File: config.mk
export PLATFORM = sky130hd
export DESIGN_NAME = bus_grant_arbiter
export DESIGN_NICKNAME = d
export VERILOG_FILES = /design/src/rtl/bus_arb_pkg.sv /design/src/rtl/bus_arb_state.sv /design/src/rtl/bus_arb_pick.sv /design/src/rtl/bus_arb_fsm.sv /design/src/rtl/bus_grant_arbiter.sv
export SDC_FILE = /design/constraint.sdc
export NUM_CORES = 1
export LEC_CHECK = 0
export ABC_AREA = 1
export BUFFER_PORTS_ARGS = -buffer_cell sky130_fd_sc_hd__buf_4
export CAP_MARGIN = 20
export CORE_AREA = 3 3 40 42
export CTS_BUF_LIST = sky130_fd_sc_hd__clkbuf_4
export CTS_CLUSTER_DIAMETER = 120
export DETAILED_ROUTE_END_ITERATION = 10
export DIE_AREA = 0 0 43 45
export HOLD_SLACK_MARGIN = 0.03
export PLACE_DENSITY = 0.53
export SLEW_MARGIN = 20
export SYNTH_ARGS = -nofsm -noshare
export SYNTH_HDL_FRONTEND = slang
export SYNTH_SLANG_ARGS = --single-unit
File: constraint.sdc
create_clock -name clk -period 1.2 [get_ports clk]
set_input_delay 0.06 -clock clk [delete_from_list [all_inputs] [get_ports clk]]
set_output_delay 0.06 -clock clk [all_outputs]
set_load 0.01 [all_outputs]
File: src/rtl/bus_arb_pkg.sv
package bus_arb_pkg;
  // Kind of decision taken at a clock edge, brought out for the checker.
  typedef enum logic [2:0] {
    ARB_QUIET = 3'd0, // nobody requests: drop all
    ARB_FIRST = 3'd1, // no holder: hand to the winner
    ARB_KEEP  = 3'd2, // holder is still the winner
    ARB_GUARD = 3'd3, // holder protected while framing is active
    ARB_GAP   = 3'd4, // idle bus: insert the empty clock
    ARB_SWAP  = 3'd5  // busy bus: same-clock handover
  } arb_dec_e;
endpackage

File: src/rtl/bus_arb_state.sv
module bus_arb_state (
  input  logic frame_n,
  input  logic irdy_n,
  output logic bus_idle,
  output logic framing
);
  assign bus_idle = frame_n & irdy_n;
  assign framing  = ~frame_n;
endmodule

File: src/rtl/bus_arb_pick.sv
module bus_arb_pick #(
  parameter int NUM_AGENTS = 4
) (
  input  logic [NUM_AGENTS-1:0] req,
  output logic [NUM_AGENTS-1:0] win_oh,
  output logic                  win_vld
);
  // seen[i] is set when some agent below index i requests.
  logic [NUM_AGENTS:0] seen;
  assign seen[0] = 1'b0;
  for (genvar i = 0; i < NUM_AGENTS; i++) begin : g_chain
    assign win_oh[i]   = req[i] & ~seen[i];
    assign seen[i + 1] = seen[i] | req[i];
  end
  assign win_vld = seen[NUM_AGENTS];
endmodule

File: src/rtl/bus_arb_fsm.sv
module bus_arb_fsm
  import bus_arb_pkg::*;
#(
  parameter int NUM_AGENTS = 4
) (
  input  logic                  clk,
  input  logic                  rst_n,
  input  logic [NUM_AGENTS-1:0] req,
  input  logic [NUM_AGENTS-1:0] win_oh,
  input  logic                  win_vld,
  input  logic                  bus_idle,
  input  logic                  framing,
  output logic [NUM_AGENTS-1:0] gnt_q,
  output arb_dec_e              dec
);
  logic holder_any;
  logic holder_req;
  logic holder_wins;

  function automatic arb_dec_e choose(input logic vld, input logic any,
                                      input logic wins, input logic hreq,
                                      input logic frm, input logic idle);
    if (!vld)             return ARB_QUIET;
    else if (!any)        return ARB_FIRST;
    else if (wins)        return ARB_KEEP;
    else if (hreq && frm) return ARB_GUARD;
    else if (idle)        return ARB_GAP;
    else                  return ARB_SWAP;
  endfunction

  assign holder_any  = |gnt_q;
  assign holder_req  = |(gnt_q & req);
  assign holder_wins = (gnt_q == win_oh);
  assign dec = choose(win_vld, holder_any, holder_wins, holder_req, framing, bus_idle);

  logic [NUM_AGENTS-1:0] gnt_d;
  always_comb begin
    unique case (dec)
      ARB_FIRST, ARB_SWAP: gnt_d = win_oh;
      ARB_KEEP, ARB_GUARD: gnt_d = gnt_q;
      default:             gnt_d = '0;
    endcase
  end

  always_ff @(posedge clk or negedge rst_n) begin
    if (!rst_n) gnt_q <= '0;
    else        gnt_q <= gnt_d;
  end
endmodule

File: src/rtl/bus_grant_arbiter.sv
module bus_grant_arbiter
  import bus_arb_pkg::*;
#(
  parameter int NUM_AGENTS = 4
) (
  input  logic                  clk,
  input  logic                  rst_n,
  input  logic [NUM_AGENTS-1:0] req_n,
  input  logic                  frame_n,
  input  logic                  irdy_n,
  output logic [NUM_AGENTS-1:0] grant_n
);
  logic [NUM_AGENTS-1:0] req;
  logic [NUM_AGENTS-1:0] win_oh;
  logic                  win_vld;
  logic                  bus_idle;
  logic                  framing;
  logic [NUM_AGENTS-1:0] gnt_q;
  arb_dec_e              dec;

  assign req = ~req_n;

  bus_arb_state u_state (
    .frame_n (frame_n),
    .irdy_n  (irdy_n),
    .bus_idle(bus_idle),
    .framing (framing)
  );

  bus_arb_pick #(.NUM_AGENTS(NUM_AGENTS)) u_pick (
    .req    (req),
    .win_oh (win_oh),
    .win_vld(win_vld)
  );

  bus_arb_fsm #(.NUM_AGENTS(NUM_AGENTS)) u_fsm (
    .clk     (clk),
    .rst_n   (rst_n),
    .req     (req),
    .win_oh  (win_oh),
    .win_vld (win_vld),
    .bus_idle(bus_idle),
    .framing (framing),
    .gnt_q   (gnt_q),
    .dec     (dec)
  );

  assign grant_n = ~gnt_q;
endmodule

# After elaboration in Yosys (flattened, before gate mapping)
# Cells that the tools add are included.
# classes
n_addsub	0
mul	0
div	0
n_lt_le_gt_ge	0
eq_ne	5
n_shift	0
muxes	6
bitwise	14
reduce_logical	5
# op_table
operator	count
3-bit two-way mux	4
4-bit inverter	2
4-bit one-hot mux with 2 select lines	1
4-bit OR reduction	2
3-bit by 2-bit equality test with 1-bit output (second input constant)	2
1-bit bitwise AND	4
4-bit bitwise AND	1
4-bit equality test	1
1-bit inverter	4
2-bit OR reduction	2
3-bit by 1-bit equality test with 1-bit output (second input constant)	1
3-bit equality test (second input constant)	1
1-bit bitwise OR	3
1-bit logical AND	1
1-bit two-way mux	1
# word_totals
reg_bits	4
latch_bits	0
mem_bits_rw	0
romBits	0
inputBits	8
out_inout_bits	4
word_cells	31
mem_count	0

# Logic depth before layout (Yosys ltp)
# Gate-level depths: netlist (run 1).
# depth
ltp_word	12
depth_mapped	10
ltp_nobuf	10

# Hierarchy
# Synthesis (run 1) repeated with hierarchy kept, for this count alone.
# hier_totals
hier_cells	78
area_unflattened_um2	422.9
# modules_own_cells
mod	n_inst	cells_per_inst	area_each_um2	seq_area_each_um2
bus_arb_fsm	1	57	335.3	100.1
bus_arb_pick	1	10	46.3	0.0
bus_grant_arbiter	1	8	30.0	0.0
bus_arb_state	1	3	11.3	0.0

# Worst setup path after synthesis (run 1)
# OpenSTA, ideal clock, no wires.
# synth_timing
path_type	register to register
from	register u_fsm.gnt_q[0]
to	register u_fsm.gnt_q[1]
setup_time_ns	0.117
t_arrival_ns	1.144
required_time_ns	1.083
setup_slack_ns	-0.060
stages_incl_launch_ff	10
path_buffers	0
period_less_slack_ns	1.260
cell_sequence	dfrtp_1 -> ha_1 -> inv_2 -> nand2_1 -> nor2_2 -> nand3_2 -> nand3_2 -> nand2_2 -> nand2_1 -> nand2_1
# synth_between
elab_chain_cells	10
elab_cells_between_ends	16
classes_between	5 x eq/ne; 5 x mux; 1 x bitwise; 5 x reduce/logical
# synth_rtl
item	line_no	rtl
start, declared	bus_arb_fsm.sv:13	output logic [NUM_AGENTS-1:0] gnt_q,
start signal, assigned	bus_arb_fsm.sv:47	else gnt_q <= gnt_d;
4-bit bitwise AND	bus_arb_fsm.sv:32	assign holder_req = |(gnt_q & req);
4-bit OR reduction	bus_arb_fsm.sv:32	
1-bit logical AND	bus_arb_fsm.sv:26	else if (hreq && frm) return ARB_GUARD;
3-bit two-way mux	bus_arb_fsm.sv:26	
3-bit two-way mux	bus_arb_fsm.sv:25	else if (wins) return ARB_KEEP;
3-bit two-way mux (*)	bus_arb_fsm.sv:24	else if (!any) return ARB_FIRST;
3-bit two-way mux (*)	bus_arb_fsm.sv:23	if (!vld) return ARB_QUIET;
3-bit by 2-bit equality test with 1-bit output (tied with other cells)	bus_arb_fsm.sv:38	unique case (dec)
2-bit OR reduction	bus_arb_fsm.sv:38	
4-bit one-hot mux with 2 select lines	bus_arb_fsm.sv:38	
# Mark *: on every way between the ends. The rest lies on a longest branch, timed or not.
# A chain may end at the register's enable or synchronous reset.

# Worst setup path after layout (run 1)
# layout_timing
from	register u_fsm.gnt_q[0]
to	register u_fsm.gnt_q[2]
# The elaborated chain is that of the path after synthesis.

==> run_summary.xml, run 1 <==
<?xml version="1.0" encoding="UTF-8"?>
<metrics>
  <group name="clock_network">
    <metric name="max-clock-path-buffers" unit="">2</metric>
    <metric name="clock_sinks" unit="">4</metric>
    <metric name="worst_skew_pair.late_latency" unit="ps">230</metric>
    <metric name="post_cts_clock_slew_at_the_launch_and_capture_registers_of_the_worst_setup_and_hold_paths" unit="ps">30</metric>
    <metric name="cts.htree.levels" unit="">1</metric>
    <metric name="cts.root.buffer_cell" unit="">sky130_fd_sc_hd__clkbuf_4</metric>
    <metric name="tritoncts" unit="">built</metric>
    <metric name="cts_buffers" unit="">3</metric>
  </group>
  <group name="grt">
    <metric name="grt.overflow.total" unit="">0</metric>
    <metric name="grt_antenna_before_repair" unit="">0</metric>
    <metric name="first_global_vias" unit="">358</metric>
    <metric name="grt_start_max_net_pins" unit="">7</metric>
    <metric name="gr-usage-all-layers" unit="">0.0970</metric>
    <metric name="grt_first_pass_wirelength" unit="mm">1.45</metric>
  </group>
  <group name="timing">
    <metric name="minimum_period_implied_by_the_final_worst_setup_slack" unit="ps">1250</metric>
    <metric name="fin_worst_hold_slack" unit="ps">169</metric>
    <metric name="slew_headroom" unit="">0.850</metric>
    <metric name="final-setup-viol-count" unit="">4</metric>
    <metric name="worst-slew-pin-transition" unit="ps">222</metric>
    <metric name="report.final.slew_viol_count" unit="">0</metric>
    <metric name="timing_hold_violations_final" unit="">0</metric>
    <metric name="grt_setup_unrepaired" unit="">true</metric>
    <metric name="final.period_utilization" unit="">1.04</metric>
    <metric name="finalClockSkew" unit="ps">0.123</metric>
    <metric name="max_freq" unit="GHz">0.798</metric>
    <metric name="layout_setup_ws" unit="ps">-53.8</metric>
    <metric name="fin_setup_tns" unit="ps">-194</metric>
  </group>
  <group name="floorplan">
    <metric name="boundaryPins" unit="">12</metric>
    <metric name="die_height" unit="um">45</metric>
    <metric name="placementRows" unit="">13</metric>
    <metric name="placeable_core_region" unit="sq um">1280</metric>
    <metric name="dieArea" unit="sq um">1940</metric>
    <metric name="initial_utilization" unit="">0.293</metric>
    <metric name="dieWidth" unit="um">43</metric>
  </group>
  <group name="drt">
    <metric name="antenna_left" unit="">0</metric>
    <metric name="drcViolationCount" unit="">0</metric>
    <metric name="drt_iter0_drc" unit="">1</metric>
    <metric name="detailedRoute.firstPassIterationCount" unit="">3</metric>
    <metric name="post_drt_wl_per_cell" unit="um">9.11</metric>
    <metric name="vias_per_cell" unit="">4.36</metric>
    <metric name="detailroute.via_count" unit="">397</metric>
    <metric name="route.final.wire_length" unit="um">829</metric>
  </group>
  <group name="setup_path">
    <metric name="timing.rr.end" unit="">u_fsm.gnt_q[2]</metric>
    <metric name="cp.arrival" unit="ps">1370</metric>
    <metric name="critPathLaunch" unit="">u_fsm.gnt_q[0]</metric>
    <metric name="cp_slowest_cell" unit="">sky130_fd_sc_hd__dfrtp_1</metric>
    <metric name="reg2reg_slack" unit="ps">-50</metric>
    <metric name="path_max_fanout" unit="">4</metric>
    <metric name="path_cells" unit="">ha_4 -&gt; inv_2 -&gt; nand2_2 -&gt; nor2_2 -&gt; nand3_2 -&gt; nand3_2 -&gt; nand2_2 -&gt; nand2_1 -&gt; nand2_1</metric>
    <metric name="worstSetupPathType" unit="">reg -&gt; reg</metric>
    <metric name="slowest_delay" unit="ps">410</metric>
    <metric name="cp_num_cells" unit="">9</metric>
    <metric name="startpoint_of_the_worst_slack_reg_to_reg_timing_path" unit="">u_fsm.gnt_q[0]</metric>
    <metric name="required" unit="ps">1320</metric>
    <metric name="r2r_cells" unit="">9</metric>
    <metric name="start_kind" unit="">flip-flop</metric>
    <metric name="cp.buffers_inverters" unit="">1</metric>
    <metric name="cpLargestDelayFamily" unit="">simple AND/OR/NAND/NOR gates</metric>
    <metric name="worst_setup_path_end_kind" unit="">flip-flop</metric>
    <metric name="crit_path_end" unit="">u_fsm.gnt_q[2]</metric>
  </group>
  <group name="logic_synthesis">
    <metric name="synth_cell_types" unit="">16</metric>
    <metric name="synth_mux_area_frac" unit="">0</metric>
    <metric name="synth_seq_area_share" unit="">0.266</metric>
    <metric name="area_fraction_in_and_or_nand_and_nor_cells_after_synthesis" unit="">0.492</metric>
    <metric name="synth_compound_gate_area_share" unit="">0.0432</metric>
    <metric name="synthTopCellsByArea" unit="">sky130_fd_sc_hd__dfrtp_1 27%, sky130_fd_sc_hd__nand2_1 20%, sky130_fd_sc_hd__inv_1 11%</metric>
    <metric name="synthDominantCellAreaShare" unit="">0.266</metric>
    <metric name="ys_ff_latch" unit="">4</metric>
    <metric name="postSynthAreaPerCell" unit="sq um">6.49</metric>
    <metric name="netlist_instances" unit="">58</metric>
    <metric name="synth_top_family_by_area" unit="">simple AND/OR/NAND/NOR gates</metric>
    <metric name="synth_top_area_cell" unit="">sky130_fd_sc_hd__dfrtp_1</metric>
    <metric name="synth-adder-area-share" unit="">0.0332</metric>
    <metric name="post_synth_instance_area" unit="sq um">377</metric>
    <metric name="yosys_warnings" unit="">0</metric>
    <metric name="syn-num-nets" unit="">67</metric>
    <metric name="xor_xnor_portion_of_the_synthesized_cell_area" unit="">0</metric>
  </group>
  <group name="layout">
    <metric name="seq_area" unit="sq um">100</metric>
    <metric name="max_flop_register" unit="">u_fsm.gnt_q</metric>
    <metric name="largest_registers" unit="">u_fsm.gnt_q: 4 flops</metric>
    <metric name="max_ffs_per_register" unit="">4</metric>
    <metric name="final_cells" unit="">91</metric>
    <metric name="post_route_cells_drive_above_1_share" unit="">0.368</metric>
    <metric name="nNetsFinal" unit="">87</metric>
    <metric name="area_used_by_multi_input_combinational_logic" unit="sq um">229</metric>
    <metric name="diodes_inserted" unit="">0</metric>
    <metric name="nFillCells" unit="">154</metric>
    <metric name="syn2layout_area_growth" unit="%">45.5</metric>
  </group>
  <group name="pwr">
    <metric name="power_leakage" unit="uW">0.000319</metric>
    <metric name="p_total" unit="uW">883</metric>
    <metric name="p_per_area" unit="nW/um^2">1610</metric>
    <metric name="p_sw_frac" unit="">0.408</metric>
    <metric name="share_clk_of_total_power" unit="">0.179</metric>
    <metric name="p_switching" unit="uW">360</metric>
    <metric name="worst_voltage_drop_across_the_vdd_grid" unit="V">0.000905</metric>
    <metric name="comb_power_share" unit="">0.550</metric>
    <metric name="pwr-share-seq" unit="">0.271</metric>
    <metric name="power.internal" unit="uW">523</metric>
  </group>
  <group name="flow_run">
    <metric name="max_cap_violations" unit="">0</metric>
  </group>
  <group name="placement">
    <metric name="globalplace.congestion" unit="">0.751</metric>
    <metric name="dp.final_hpwl" unit="um">672</metric>
    <metric name="portBuffers" unit="">11</metric>
    <metric name="dp.cells" unit="">87</metric>
    <metric name="placement.setup.worst_slack" unit="ps">-107</metric>
  </group>
  <group name="hold_path">
    <metric name="holdCritPathClass" unit="">in -&gt; async</metric>
  </group>
  <group name="run_status">
    <metric name="violated_checks" unit="">setup timing</metric>
    <metric name="outcome" unit="">finished with violations</metric>
  </group>
</metrics>
-- final cells by class --
cell class              instances  share of cell area
inverters                      13               0.114
well taps                      15              0.0342
flip-flops and latches          4               0.183
multi-input cells              41               0.418
clock buffers                   3              0.0411
repair buffers                 15               0.210
-- worst min path at each step --
stage / from / to / slack [ps] / depth (start not counted)
floorplan: rst_n / u_fsm.gnt_q[0] / -240 / 0
global placement: rst_n / u_fsm.gnt_q[2] / -140 / 1
detailed placement: rst_n / u_fsm.gnt_q[1] / -140 / 1
CTS: rst_n / u_fsm.gnt_q[2] / 150 / 2
global route: rst_n / u_fsm.gnt_q[3] / 180 / 2
finish: rst_n / u_fsm.gnt_q[2] / 170 / 2
-- cells in the final DEF (no fill, tap or decap) --
| master | instances |
|---|---|
| sky130_fd_sc_hd__nand2_1 | 19 |
| sky130_fd_sc_hd__buf_4 | 14 |
| sky130_fd_sc_hd__inv_1 | 11 |
| sky130_fd_sc_hd__nand3_1 | 7 |
| sky130_fd_sc_hd__dfrtp_1 | 4 |
| sky130_fd_sc_hd__nand2_2 | 3 |
| sky130_fd_sc_hd__clkbuf_4 | 3 |
| sky130_fd_sc_hd__nand4_1 | 2 |
| sky130_fd_sc_hd__nor2_1 | 2 |
| sky130_fd_sc_hd__nand3_2 | 2 |
| sky130_fd_sc_hd__bufinv_8 | 1 |
| sky130_fd_sc_hd__inv_2 | 1 |
| sky130_fd_sc_hd__nor2_2 | 1 |
| sky130_fd_sc_hd__o21bai_2 | 1 |
| sky130_fd_sc_hd__nor3_2 | 1 |
| sky130_fd_sc_hd__a21oi_1 | 1 |
| sky130_fd_sc_hd__nor4_1 | 1 |
| sky130_fd_sc_hd__ha_4 | 1 |
| sky130_fd_sc_hd__dlygate4sd3_1 | 1 |
-- Yosys cell counts (all sizes together) --
master	number
nand2	22
dfrtp	4
nor2	3
o21bai	1
inv	12
nand4	2
nor4	1
nor3	1
nand3	9
a21oi	1
bufinv	1
ha	1
-- cells by family (layout without fill, tap and decap cells) --
family | after synthesis | in the layout
AO/OA/AOI/OAI | 2 | 2
adder cells (fa/ha/maj) | 1 | 1
buffers and inverters | 13 | 31
flip-flops | 4 | 4
AND/OR/NAND/NOR | 38 | 38
-- layer usage --
layer / wire (um) / GRT usage / vias to the layer above
met5: 0 / 0 / -
met4: 0 / 0.0542 / 0
met2: 363 / 0.150 / 6
met3: 34 / 0 / 0
met1: 431 / 0.139 / 172
li1: - / - / 219
-- power groups by stage --
stage / Combinational [uW] / Sequential, uW / Clock, uW
floorplan: 302 / 221 / 0
global placement: 473 / 229 / 0
detailed placement: 468 / 230 / 0
CTS: 480 / 229 / 168
global route: 556 / 244 / 169
finish: 485 / 240 / 158
-- worst register-to-register path: cells and delay by family (launching register included) --
family        cells  cell delay (ps)
flops             1              410
simple gates      7              470
buf+inv           1               40
fa+ha+maj         1              220
-- timing repair --
item | CTS | global route
hold buffers | 1 | 0
endpoints found under the setup margin | 4 | 4
gates resized for setup | 1 | 1
pin swaps | 1 | 1
hold endpoints to repair | 4 | 0
buffers inserted | 0 | 0
-- metrics by stage --
| step | util | cell area, sq um |
|---|---|---|
| 6_report | 0.426 | 548 |
| 2_1_floorplan | - | 377 |
| 4_1_cts | 0.417 | 536 |
| 3_3_place_gp | 0.389 | 500 |
| 3_5_place_dp | 0.389 | 500 |
| 5_1_grt | 0.426 | 548 |
(Power assumes the default switching activity.)
==> inputs of run 2 (changes only) <==
Settings changed: PLACE_DENSITY 0.53 to 0.51.
Clock period 1.2 ns to 1.45 ns, I/O delays scaled along.
==> run 2 against run 1 <==
  * The run now ends clean
  * Highest routed layer unchanged
  * Combinational power fell by 17%
  * Sequential power fell by 20%
  * Critical path type unchanged
  * Die area did not move
  * Design area fell by 4.1%
  * Via count did not move
  * Largest cell class unchanged
  * Clock skew rose by 0.62 ps
  * First-iteration DRC count rose to 10 times the previous value
  * Non-clock buffer count fell by 1
  * Worst hold slack improved by 9.2 ps
  * Total power fell by 18%
  * Clock power fell by 16%
  * Routed wire length rose by 2.9%
==> run_summary.xml, run 2 (synthesis results as in run 1) <==
<?xml version="1.0" encoding="UTF-8"?>
<metrics>
  <group name="clock_network">
    <metric name="cts.root.buffer_cell" unit="">sky130_fd_sc_hd__clkbuf_4</metric>
    <metric name="cts_buffers" unit="">3</metric>
    <metric name="clock_sinks" unit="">4</metric>
    <metric name="cts.htree.levels" unit="">1</metric>
    <metric name="post_cts_clock_slew_at_the_launch_and_capture_registers_of_the_worst_setup_and_hold_paths" unit="ps">40</metric>
    <metric name="tritoncts" unit="">built</metric>
    <metric name="worst_skew_pair.late_latency" unit="ps">230</metric>
    <metric name="post_cts.resized_instances" unit="">0</metric>
    <metric name="max-clock-path-buffers" unit="">2</metric>
  </group>
  <group name="setup_path">
    <metric name="cp.buffers_inverters" unit="">1</metric>
    <metric name="reg2reg_slack" unit="ps">110</metric>
    <metric name="path_cells" unit="">ha_1 -&gt; inv_2 -&gt; nand2_1 -&gt; nor2_2 -&gt; nand3_2 -&gt; nand3_2 -&gt; nand2_2 -&gt; nand2_1 -&gt; nand2_1</metric>
    <metric name="slowest_delay" unit="ps">390</metric>
    <metric name="start_kind" unit="">flip-flop</metric>
    <metric name="cpLargestDelayFamily" unit="">simple AND/OR/NAND/NOR gates</metric>
    <metric name="timing.rr.end" unit="">u_fsm.gnt_q[0]</metric>
    <metric name="cp_slowest_cell" unit="">sky130_fd_sc_hd__dfrtp_1</metric>
    <metric name="startpoint_of_the_worst_slack_reg_to_reg_timing_path" unit="">u_fsm.gnt_q[0]</metric>
    <metric name="required" unit="ps">1570</metric>
    <metric name="path_max_fanout" unit="">4</metric>
    <metric name="worst_setup_path_end_kind" unit="">flip-flop</metric>
    <metric name="worstSetupPathType" unit="">reg -&gt; reg</metric>
    <metric name="crit_path_frequent_cell" unit="">sky130_fd_sc_hd__nand2_1</metric>
    <metric name="cp.arrival" unit="ps">1460</metric>
    <metric name="r2r_cells" unit="">9</metric>
  </group>
  <group name="timing">
    <metric name="minimum_period_implied_by_the_final_worst_setup_slack" unit="ps">1340</metric>
    <metric name="finalClockSkew" unit="ps">0.742</metric>
    <metric name="final.period_utilization" unit="">0.922</metric>
    <metric name="timing_hold_violations_final" unit="">0</metric>
    <metric name="slew_headroom" unit="">0.848</metric>
    <metric name="report.final.slew_viol_count" unit="">0</metric>
    <metric name="final-setup-viol-count" unit="">0</metric>
    <metric name="max_freq" unit="GHz">0.748</metric>
    <metric name="worst-slew-pin-transition" unit="ps">226</metric>
    <metric name="fin_setup_tns" unit="ps">0</metric>
  </group>
  <group name="layout">
    <metric name="final_common_cell" unit="">sky130_fd_sc_hd__nand2_1</metric>
    <metric name="most-common-layout-cells" unit="">20 x sky130_fd_sc_hd__nand2_1, 13 x sky130_fd_sc_hd__buf_4, 11 x sky130_fd_sc_hd__inv_1, 7 x sky130_fd_sc_hd__nand3_1, 4 x sky130_fd_sc_hd__dfrtp_1</metric>
    <metric name="nNetsFinal" unit="">86</metric>
    <metric name="max_flop_register" unit="">u_fsm.gnt_q</metric>
    <metric name="diodes_inserted" unit="">0</metric>
    <metric name="max_ffs_per_register" unit="">4</metric>
    <metric name="post_route_cells_drive_above_1_share" unit="">0.333</metric>
    <metric name="fin_area" unit="sq um">526</metric>
    <metric name="largest_registers" unit="">u_fsm.gnt_q: 4 flops</metric>
    <metric name="syn2layout_area_growth" unit="%">39.5</metric>
  </group>
  <group name="placement">
    <metric name="dp.final_hpwl" unit="um">656</metric>
    <metric name="portBuffers" unit="">11</metric>
    <metric name="postPlaceCellArea" unit="sq um">478</metric>
    <metric name="globalplace.congestion" unit="">0.725</metric>
  </group>
  <group name="drt">
    <metric name="vias_per_cell" unit="">4.41</metric>
    <metric name="detailroute.via_count" unit="">397</metric>
    <metric name="post_drt_wl_per_cell" unit="um">9.48</metric>
    <metric name="route.final.wire_length" unit="um">853</metric>
    <metric name="detailedRoute.firstPassIterationCount" unit="">4</metric>
    <metric name="drt_iter0_drc" unit="">10</metric>
    <metric name="drcViolationCount" unit="">0</metric>
    <metric name="antenna_left" unit="">0</metric>
  </group>
  <group name="hold_path">
    <metric name="holdCritPathClass" unit="">in -&gt; async</metric>
  </group>
  <group name="grt">
    <metric name="grt_first_pass_wirelength" unit="mm">1.44</metric>
    <metric name="first_global_vias" unit="">359</metric>
    <metric name="grt_antenna_before_repair" unit="">0</metric>
    <metric name="grt.overflow.total" unit="">0</metric>
    <metric name="gr-usage-all-layers" unit="">0.0992</metric>
    <metric name="grt_start_max_net_pins" unit="">7</metric>
  </group>
  <group name="floorplan">
    <metric name="dieWidth" unit="um">43</metric>
    <metric name="dieArea" unit="sq um">1940</metric>
    <metric name="placementRows" unit="">13</metric>
    <metric name="boundaryPins" unit="">12</metric>
    <metric name="die_height" unit="um">45</metric>
    <metric name="initial_utilization" unit="">0.293</metric>
    <metric name="placeable_core_region" unit="sq um">1280</metric>
  </group>
  <group name="pwr">
    <metric name="worst_voltage_drop_across_the_vdd_grid" unit="V">0.000547</metric>
    <metric name="power_leakage" unit="uW">0.000314</metric>
    <metric name="p_per_area" unit="nW/um^2">1380</metric>
  </group>
  <group name="run_status">
    <metric name="outcome" unit="">finished, final reports clean</metric>
  </group>
  <group name="flow_run">
    <metric name="max_cap_violations" unit="">0</metric>
  </group>
</metrics>
## run 2: worst max path at each step
stage	start	to	slack [ps]	cells after the start
2_1_floorplan	u_fsm.gnt_q[0]	u_fsm.gnt_q[1]	190	9
3_3_place_gp	u_fsm.gnt_q[0]	u_fsm.gnt_q[0]	80	9
3_5_place_dp	u_fsm.gnt_q[0]	u_fsm.gnt_q[0]	90	9
4_1_cts	u_fsm.gnt_q[0]	u_fsm.gnt_q[0]	80	9
5_1_grt	u_fsm.gnt_q[0]	u_fsm.gnt_q[0]	-4	9
6_report	u_fsm.gnt_q[0]	u_fsm.gnt_q[0]	110	9
## run 2: per-stage QoR
step / total power [uW] / setup slack (ps) / hold slack [ps] / utilization / instances
2_1_floorplan: 433 / 190 / -223 / - / 58
3_3_place_gp: 564 / 75.3 / -130 / 0.372 / 84
3_5_place_dp: 558 / 92.3 / -130 / 0.372 / 84
4_1_cts: 703 / 81.8 / 172 / 0.397 / 88
5_1_grt: 817 / -4.29 / 172 / 0.409 / 90
6_report: 727 / 113 / 178 / 0.409 / 90
## run 2: layout make-up
| cell class | count | area [sq um] |
|---|---|---|
| well taps | 15 | 18.8 |
| clock buffers | 3 | 22.5 |
| flip-flops and latches | 4 | 100 |
| repair buffers | 14 | 108 |
| multi-input cells | 41 | 214 |
| inverters | 13 | 62.6 |
| fillers | 146 | 759 |
## run 2: what timing repair did
action,in CTS,in global routing
buffers inserted,0,2
hold buffers,1,0
endpoints found under the setup margin,0,2
endpoints found under the hold margin,4,0
## run 2: report_power, final
part           switching, uW  internal [uW]
Clock                   41.0           92.3
Sequential              43.2            148
Combinational            209            193
## run 2: metal layers
layer | vias to the layer above | share of wire | track usage | wire [um]
li1 | 216 | - | - | -
met1 | 177 | 0.49 | 0.123 | 418
met2 | 4 | 0.47 | 0.147 | 398
met3 | 0 | 0.042 | 0.0398 | 36
met4 | 0 | 0 | 0.0542 | 0
met5 | - | 0 | 0 | 0
